<file path="config.mk">
export PLATFORM = sky130hd
export DESIGN_NAME = sps_flag_unit
export DESIGN_NICKNAME = d
export VERILOG_FILES = /design/src/rtl/sps_pkg.sv /design/src/rtl/sps_arm_tracker.sv /design/src/rtl/sps_idle_detect.sv /design/src/rtl/sps_flag_bank.sv /design/src/rtl/sps_flag_unit.sv
export SDC_FILE = /design/constraint.sdc
export NUM_CORES = 1
export LEC_CHECK = 0
export ABC_CLOCK_PERIOD_IN_PS = 800
export BUFFER_PORTS_ARGS = -buffer_cell sky130_fd_sc_hd__buf_2
export CELL_PAD_IN_SITES_DETAIL_PLACEMENT = 0
export CELL_PAD_IN_SITES_GLOBAL_PLACEMENT = 1
export CORE_UTILIZATION = 30
export DETAILED_ROUTE_END_ITERATION = 10
export GPL_TIMING_DRIVEN = 0
export PLACE_DENSITY_LB_ADDON = 0.12
export SYNTH_ARGS = -nofsm -noshare
export SYNTH_HDL_FRONTEND = slang
export SYNTH_SLANG_ARGS = --single-unit
</file>
<file path="constraint.sdc">
create_clock -name clk -period 0.8 [get_ports clk]
set_input_delay 0.12 -clock clk [delete_from_list [all_inputs] [get_ports clk]]
set_output_delay 0.12 -clock clk [all_outputs]
set_load 0.005 [all_outputs]
</file>
<file path="src/rtl/sps_pkg.sv">
package sps_pkg;
  localparam int NFLAG = 8;
  typedef logic [NFLAG-1:0] flag_vec_t;

  localparam int B_TXR = 7;
  localparam int B_TXD = 6;
  localparam int B_RXC = 5;
  localparam int B_IDL = 4;
  localparam int B_OVR = 3;
  localparam int B_NSE = 2;
  localparam int B_FRM = 1;
  localparam int B_PAR = 0;

  localparam flag_vec_t RESET_FLAGS = 8'hC0;
  localparam flag_vec_t TX_GROUP    = 8'hC0;
  localparam flag_vec_t RX_GROUP    = ~TX_GROUP;

  // flags an access is allowed to clear, given the armed snapshot
  function automatic flag_vec_t clear_vec(flag_vec_t armed, logic wr, logic rd);
    flag_vec_t grp;
    grp = (wr ? TX_GROUP : '0) | (rd ? RX_GROUP : '0);
    return armed & grp;
  endfunction

  // set has priority over clear
  function automatic logic flag_next(logic cur, logic set, logic clr);
    return set | (cur & ~clr);
  endfunction
endpackage

</file>
<file path="src/rtl/sps_arm_tracker.sv">
module sps_arm_tracker
  import sps_pkg::*;
(
  input  logic      clk,
  input  logic      rst_n,
  input  logic      stat_rd,
  input  logic      data_access,
  input  flag_vec_t flags,
  output flag_vec_t arm_q
);
  always_ff @(posedge clk) begin
    if (!rst_n)           arm_q <= '0;
    else if (stat_rd)     arm_q <= flags;
    else if (data_access) arm_q <= '0;
  end
endmodule

</file>
<file path="src/rtl/sps_idle_detect.sv">
module sps_idle_detect (
  input  logic clk,
  input  logic rst_n,
  input  logic line_idle,
  input  logic wake,
  output logic idle_set
);
  logic primed_q;

  assign idle_set = line_idle & primed_q & ~wake;

  always_ff @(posedge clk) begin
    if (!rst_n)          primed_q <= 1'b0;
    else if (!line_idle) primed_q <= 1'b1;
    else if (idle_set)   primed_q <= 1'b0;
  end
endmodule

</file>
<file path="src/rtl/sps_flag_bank.sv">
module sps_flag_bank
  import sps_pkg::*;
#(
  parameter int        HOLD_BIT = B_IDL,
  parameter flag_vec_t RST_VAL  = RESET_FLAGS
) (
  input  logic      clk,
  input  logic      rst_n,
  input  flag_vec_t set_vec,
  input  flag_vec_t clr_vec,
  input  logic      hold_clear,
  output flag_vec_t flags_q
);
  for (genvar i = 0; i < NFLAG; i++) begin : g_flag
    if (i == HOLD_BIT) begin : g_held
      always_ff @(posedge clk) begin
        if (!rst_n)          flags_q[i] <= RST_VAL[i];
        else if (hold_clear) flags_q[i] <= 1'b0;
        else                 flags_q[i] <= flag_next(flags_q[i], set_vec[i], clr_vec[i]);
      end
    end else begin : g_plain
      always_ff @(posedge clk) begin
        if (!rst_n) flags_q[i] <= RST_VAL[i];
        else        flags_q[i] <= flag_next(flags_q[i], set_vec[i], clr_vec[i]);
      end
    end
  end
endmodule

</file>
<file path="src/rtl/sps_flag_unit.sv">
module sps_flag_unit
  import sps_pkg::*;
(
  input  logic       clk,
  input  logic       rst_n,
  input  logic       tx_ready_pulse,
  input  logic       tx_done_pulse,
  input  logic       rx_char_pulse,
  input  logic       rx_overrun_pulse,
  input  logic       rx_noise_pulse,
  input  logic       rx_frame_err_pulse,
  input  logic       rx_parity_err_pulse,
  input  logic       rx_line_idle,
  input  logic       wakeup_mode,
  input  logic       stat_rd,
  input  logic       data_rd,
  input  logic       data_wr,
  output logic [7:0] status_q
);
  flag_vec_t flags;
  flag_vec_t arm_mask;
  flag_vec_t set_vec;
  flag_vec_t clr_vec;
  logic      idle_set;
  logic      data_access;

  assign data_access = data_rd | data_wr;

  always_comb begin
    set_vec        = '0;
    set_vec[B_TXR] = tx_ready_pulse;
    set_vec[B_TXD] = tx_done_pulse;
    set_vec[B_RXC] = rx_char_pulse;
    set_vec[B_IDL] = idle_set;
    set_vec[B_OVR] = rx_overrun_pulse;
    set_vec[B_NSE] = rx_noise_pulse;
    set_vec[B_FRM] = rx_frame_err_pulse;
    set_vec[B_PAR] = rx_parity_err_pulse;
  end

  assign clr_vec = clear_vec(arm_mask, data_wr, data_rd);

  sps_idle_detect u_idle (
    .clk(clk), .rst_n(rst_n), .line_idle(rx_line_idle),
    .wake(wakeup_mode), .idle_set(idle_set)
  );

  sps_arm_tracker u_arm (
    .clk(clk), .rst_n(rst_n), .stat_rd(stat_rd),
    .data_access(data_access), .flags(flags), .arm_q(arm_mask)
  );

  sps_flag_bank #(.HOLD_BIT(B_IDL), .RST_VAL(RESET_FLAGS)) u_bank (
    .clk(clk), .rst_n(rst_n), .set_vec(set_vec), .clr_vec(clr_vec),
    .hold_clear(wakeup_mode), .flags_q(flags)
  );

  assign status_q = flags;
endmodule

</file>
After elaboration in Yosys (flattened, before gate mapping)
Index checks and enable logic that the tools add are counted.

Input bits: 14. Word-level logic and storage cells: 50. Output and inout port bits: 8. RAM bits: 0. Bits in latches: 0. Register bits: 17. Bits in read-only memories: 0. Memories kept: 0.

$lt $le $gt $ge: 0. Divide/modulo/power cells: 0. Multiplexer cells: 6. Reduce and logical (&&, ||, !) cells: 2. Equal/unequal tests: 1. Bitwise operators: 31. Shift-type cells: 0. Add/sub/neg operators: 0. Multipliers: 0.

Operators with widths (number): 8-bit two-way mux (3); 1-bit bitwise AND (10); 1-bit NOT (10); 1-bit OR (9); 8-bit bitwise AND (1); 8-bit by 6-bit OR with 8-bit output (1); 6-bit two-way mux (1); 1-bit two-way mux (2); 2-bit by 1-bit inequality test with 1-bit output, second input constant (1); 2-bit nonzero test (1); 2-bit OR reduction (1).

Logic depth before layout (Yosys ltp)
Depth in word-level cells: 6. Gate-level depth with buffers: 4. Gate-level depth less buffers: 2.

Hierarchy
Synthesis repeated with hierarchy kept, for this count alone.

Cell total of the unflattened synthesis: 75. Area total of the unflattened synthesis: 773.2 µm².

Modules (own cells, without submodules): sps_arm_tracker (seq. area each 160.2 µm², instances 1, cells an instance 35, area each 382.9 µm²); sps_flag_bank (seq. area each 160.2 µm², instances 1, cells an instance 26, area each 284.0 µm²); sps_flag_unit (seq. area each 0.0 µm², instances 1, cells an instance 9, area each 63.8 µm²); sps_idle_detect (seq. area each 20.0 µm², instances 1, cells an instance 5, area each 42.5 µm²).

Worst setup path before layout
OpenSTA, ideal clock, no wires.

Path kind: reg-to-reg. From: register u_bank.flags_q[4]. To: register u_bank.flags_q[4]. Library setup time: 0.086 ns. Stages on the path, launching flop included: 3. Buffers on the path: 0. Slack: -0.006 ns. Data required time: 0.714 ns. Data arrival time: 0.721 ns. Clock period less this slack: 0.806 ns. Cell sequence: dfxtp_1 > a21bo_1 > a211oi_1.

Longest elaborated chain between the ends: 2.

RTL lines: start: declaration (line sps_flag_bank.sv:12) `output flag_vec_t flags_q`; start signal: indexed assignment (line sps_flag_bank.sv:17) `if (!rst_n) flags_q[i] <= RST_VAL[i];`; start signal: indexed assignment (line sps_flag_bank.sv:19) `else flags_q[i] <= flag_next(flags_q[i], set_vec[i], clr_vec[i]);`; 1-bit bitwise AND (line sps_pkg.sv:27) `return set | (cur & ~clr);`; 1-bit OR (line sps_pkg.sv:27).

Every way passes these cells. A chain may end at the register's enable or synchronous reset.

Worst setup path in the final report
From: register u_bank.flags_q[3]. To: output status_q[3].

RTL lines: start signal: indexed assignment (line sps_flag_bank.sv:23) `if (!rst_n) flags_q[i] <= RST_VAL[i];`; start signal: indexed assignment (line sps_flag_bank.sv:24) `else flags_q[i] <= flag_next(flags_q[i], set_vec[i], clr_vec[i]);`; end: declaration (line sps_flag_unit.sv:18) `output logic [7:0] status_q`.

No word-level cell between the ends.

==> impl_results.md <==
- Top Ports: 22
- Max-slew headroom: 0.763
- Iteration-0 DRC Markers: 2
- CP cell instances: buf_6
- Highest clock rate: ~1.2 GHz
- Critical Path Max Stage Delay: roughly 350 ps
- Post-CTS Hold Buffers: 2
- H-tree level count: 1
- Comb power frac: 0.130
- Fin area: 877 um2
- Worst-path clk slew: approximately 100 ps
- Die height: ~47 um
- Synthesized cell area: around 620 um2
- Total power: ~1.6 mW
- CTS Root Cell: clkbuf_4
- Nature of the critical path startpoint: flop
- Post-layout util: 0.452
- Synth warn: 0
- Clk pwr share: 0.294
- Arrival time worst endpoint: roughly 750 ps
- # DRC: 0
- CP endpoint kind: output port
- Setup tns final: -590 ps
- Port bufs: 20
- Crit Reg-Reg Startpoint: u_bank.flags_q[5]
- Hold Path Class: in -> reg
- Fin cells: between 100 and 150
- FILL cells: a little over 200
- Placed insts: 99
- Post-route ant nets: 0
- Synth Area per Inst: about 12 um2
- Levels on crit path: 1
- NetSw: around 0.38 mW
- Critical Path Start: u_bank.flags_q[3]
- Pwr Density: between 1500 and 2000 nW/um2
- Critical path required time: 680 ps
- Vias in the first global route: 429
- Share of the yosys chip area belonging to registers: 0.552
- Clk sinks: 17
- #FFs+latches synth: 17
- Post-Route WL: 1.27 mm
- Final hold violation count: 0
- Commonest non-fill, non-tap cell in the layout: buf_2
- Total Die Area: approximately 2200 um2
- Nets: 97
- Vias per cell: between 4 and 5
- Initial Utilization: 0.318
- First-pass GRT wire length: approximately 1.8 mm
- Crit path kind: reg -> out
- Post-DP HPWL: around 860 um
- Max Root-Sink Buffers: 2
- Sw frac: 0.242
- Max-Cap Viols: 0
- Endpoints failing setup: 12
- Max IR drop VDD: between 1000 and 1500 uV
- Status: finished, violations left
- Layout cells sized above 1: 0.537
- CP endpoint: status_q[3]
- R2R Setup Slk: -30 ps
- DR vias: 500
- Internal power: ~1.2 mW
- Final max-slew violation count: 0
- Maximum net fanout on the critical path: 3
- Place WS: -116 ps
- Synth cell types: 16
- Placer Congestion: 0.618
- Gr usage total: 0.125
- Initial DRT Pass Iterations: 3
- N_diodes: 0
- Part of the power in registers: 0.576
- Die width: around 47 um
- RSZ-0062 raised after global routing: yes
- Area Overhead vs Synth: 42.2%
- Total grt overflow: 0
- Clk_skew: between 5 and 6 ps
- Tcrit/Tclk final: 1.08
- CP max stage cell: dfxtp_2
- Row count: 16
- Setup slack after layout: -67.2 ps
- Avg WL per Cell: about 12 um
- Worst-case reg-to-reg path depth: 3
- Top delay family on crit path: flip-flops
- Initial antenna violation count: 0
- Slew @ Worst Pin: ~350 ps
- Most frequent cells in the layout: 17 x buf_2, 10 x dfxtp_2, 7 x buf_6, 7 x dfxtp_1, 6 x a32o_1
- Largest net degree at the start of global routing: 12
- CTS tree: yes
- Core box area: 1940 um2
- CP bufs+invs: 1
- Hold WS: approximately 8.3 ps
- Dpl cell area: between 700 and 800 um2
- Synth Net Count: between 60 and 70
- P_leak: 0.371 nW
- TritonCTS buffer count: 3
- Post-synthesis instance total: 52
- Clk Latency, worst-skew pair: approximately 290 ps
- Failing checks: negative setup slack
- Final min period: slightly below 900 ps
- Reg2reg end: u_bank.flags_q[5]
-- cells by family (layout without fill, tap and decap cells) --
family,after synthesis,after routing,synth area share
flip-flops,17,17,0.552
buffers and inverters,4,34,0.0507
AND/OR/NAND/NOR,8,8,0.0852
AO/OA/AOI/OAI,23,23,0.312
-- cell usage after synthesis --
cell | n | area [um2]
buf_2 | 1 | 5.00
a21oi_1 | 1 | 5.00
o21a_1 | 5 | 37.5
and2_4 | 1 | 8.76
a211oi_1 | 1 | 7.51
nand2_1 | 4 | 15.0
a211o_1 | 2 | 17.5
a21boi_0 | 5 | 37.5
a21bo_1 | 1 | 10.0
buf_6 | 2 | 22.5
inv_1 | 1 | 3.75
a32o_1 | 6 | 60.1
a31o_1 | 2 | 17.5
nor3_4 | 1 | 16.3
dfxtp_1 | 17 | 340
and3_1 | 2 | 12.5
-- worst min-delay path by stage --
stage	startpoint	depth (start not counted)	end
3_5_place_dp	tx_ready_pulse	2	u_bank.flags_q[7]
6_report	tx_done_pulse	2	u_bank.flags_q[6]
3_3_place_gp	tx_done_pulse	2	u_bank.flags_q[6]
5_1_grt	tx_done_pulse	2	u_bank.flags_q[6]
4_1_cts	tx_done_pulse	2	u_bank.flags_q[6]
2_1_floorplan	wakeup_mode	1	u_bank.flags_q[4]
-- per-layer routing --
layer / GRT usage / share of wire / vias up
met4: 0.0514 / 0.0079 / 0
met3: 0.0615 / 0.056 / 2
met1: 0.145 / 0.47 / 227
met2: 0.195 / 0.46 / 13
li1: - / - / 258
met5: 0 / 0 / -
-- registers in the layout, summed over array words and instances, names as in the netlist --
name,count
u_bank.flags_q,8
u_arm.arm_q,8
u_idle.primed_q,1
-- cell type report --
cell class / count / area (um2) / area share
Buffer: 3 / 27.5 / 0.0314
Sequential cell: 17 / 353 / 0.402
Tap cell: 27 / 33.8 / 0.0385
Clock buffer: 3 / 22.5 / 0.0257
Timing Repair Buffer: 26 / 179 / 0.204
Inverter: 1 / 3.75 / 0.00428
Clock inverter: 1 / 7.51 / 0.00856
Multi-Input combinational cell: 31 / 250 / 0.285
-- power by group through the flow --
stage                     combinational, mW  sequential, mW  clock, mW
after floorplan                      0.0855           0.931          0
after global placement                0.165           0.931          0
after detailed placement              0.167           0.932          0
after CTS                             0.196           0.913      0.499
after global routing                  0.228           0.924      0.527
final                                 0.206           0.917      0.469
-- what timing repair did --
action | 4_1_cts | 5_1_grt
setup buffers | 4 | 0
pin swaps | 1 | 0
hold endpoints to repair | 4 | 1
gates resized for setup | 8 | 10
setup endpoints to repair | 9 | 14
No activity file was read; power rests on OpenSTA's default activity.
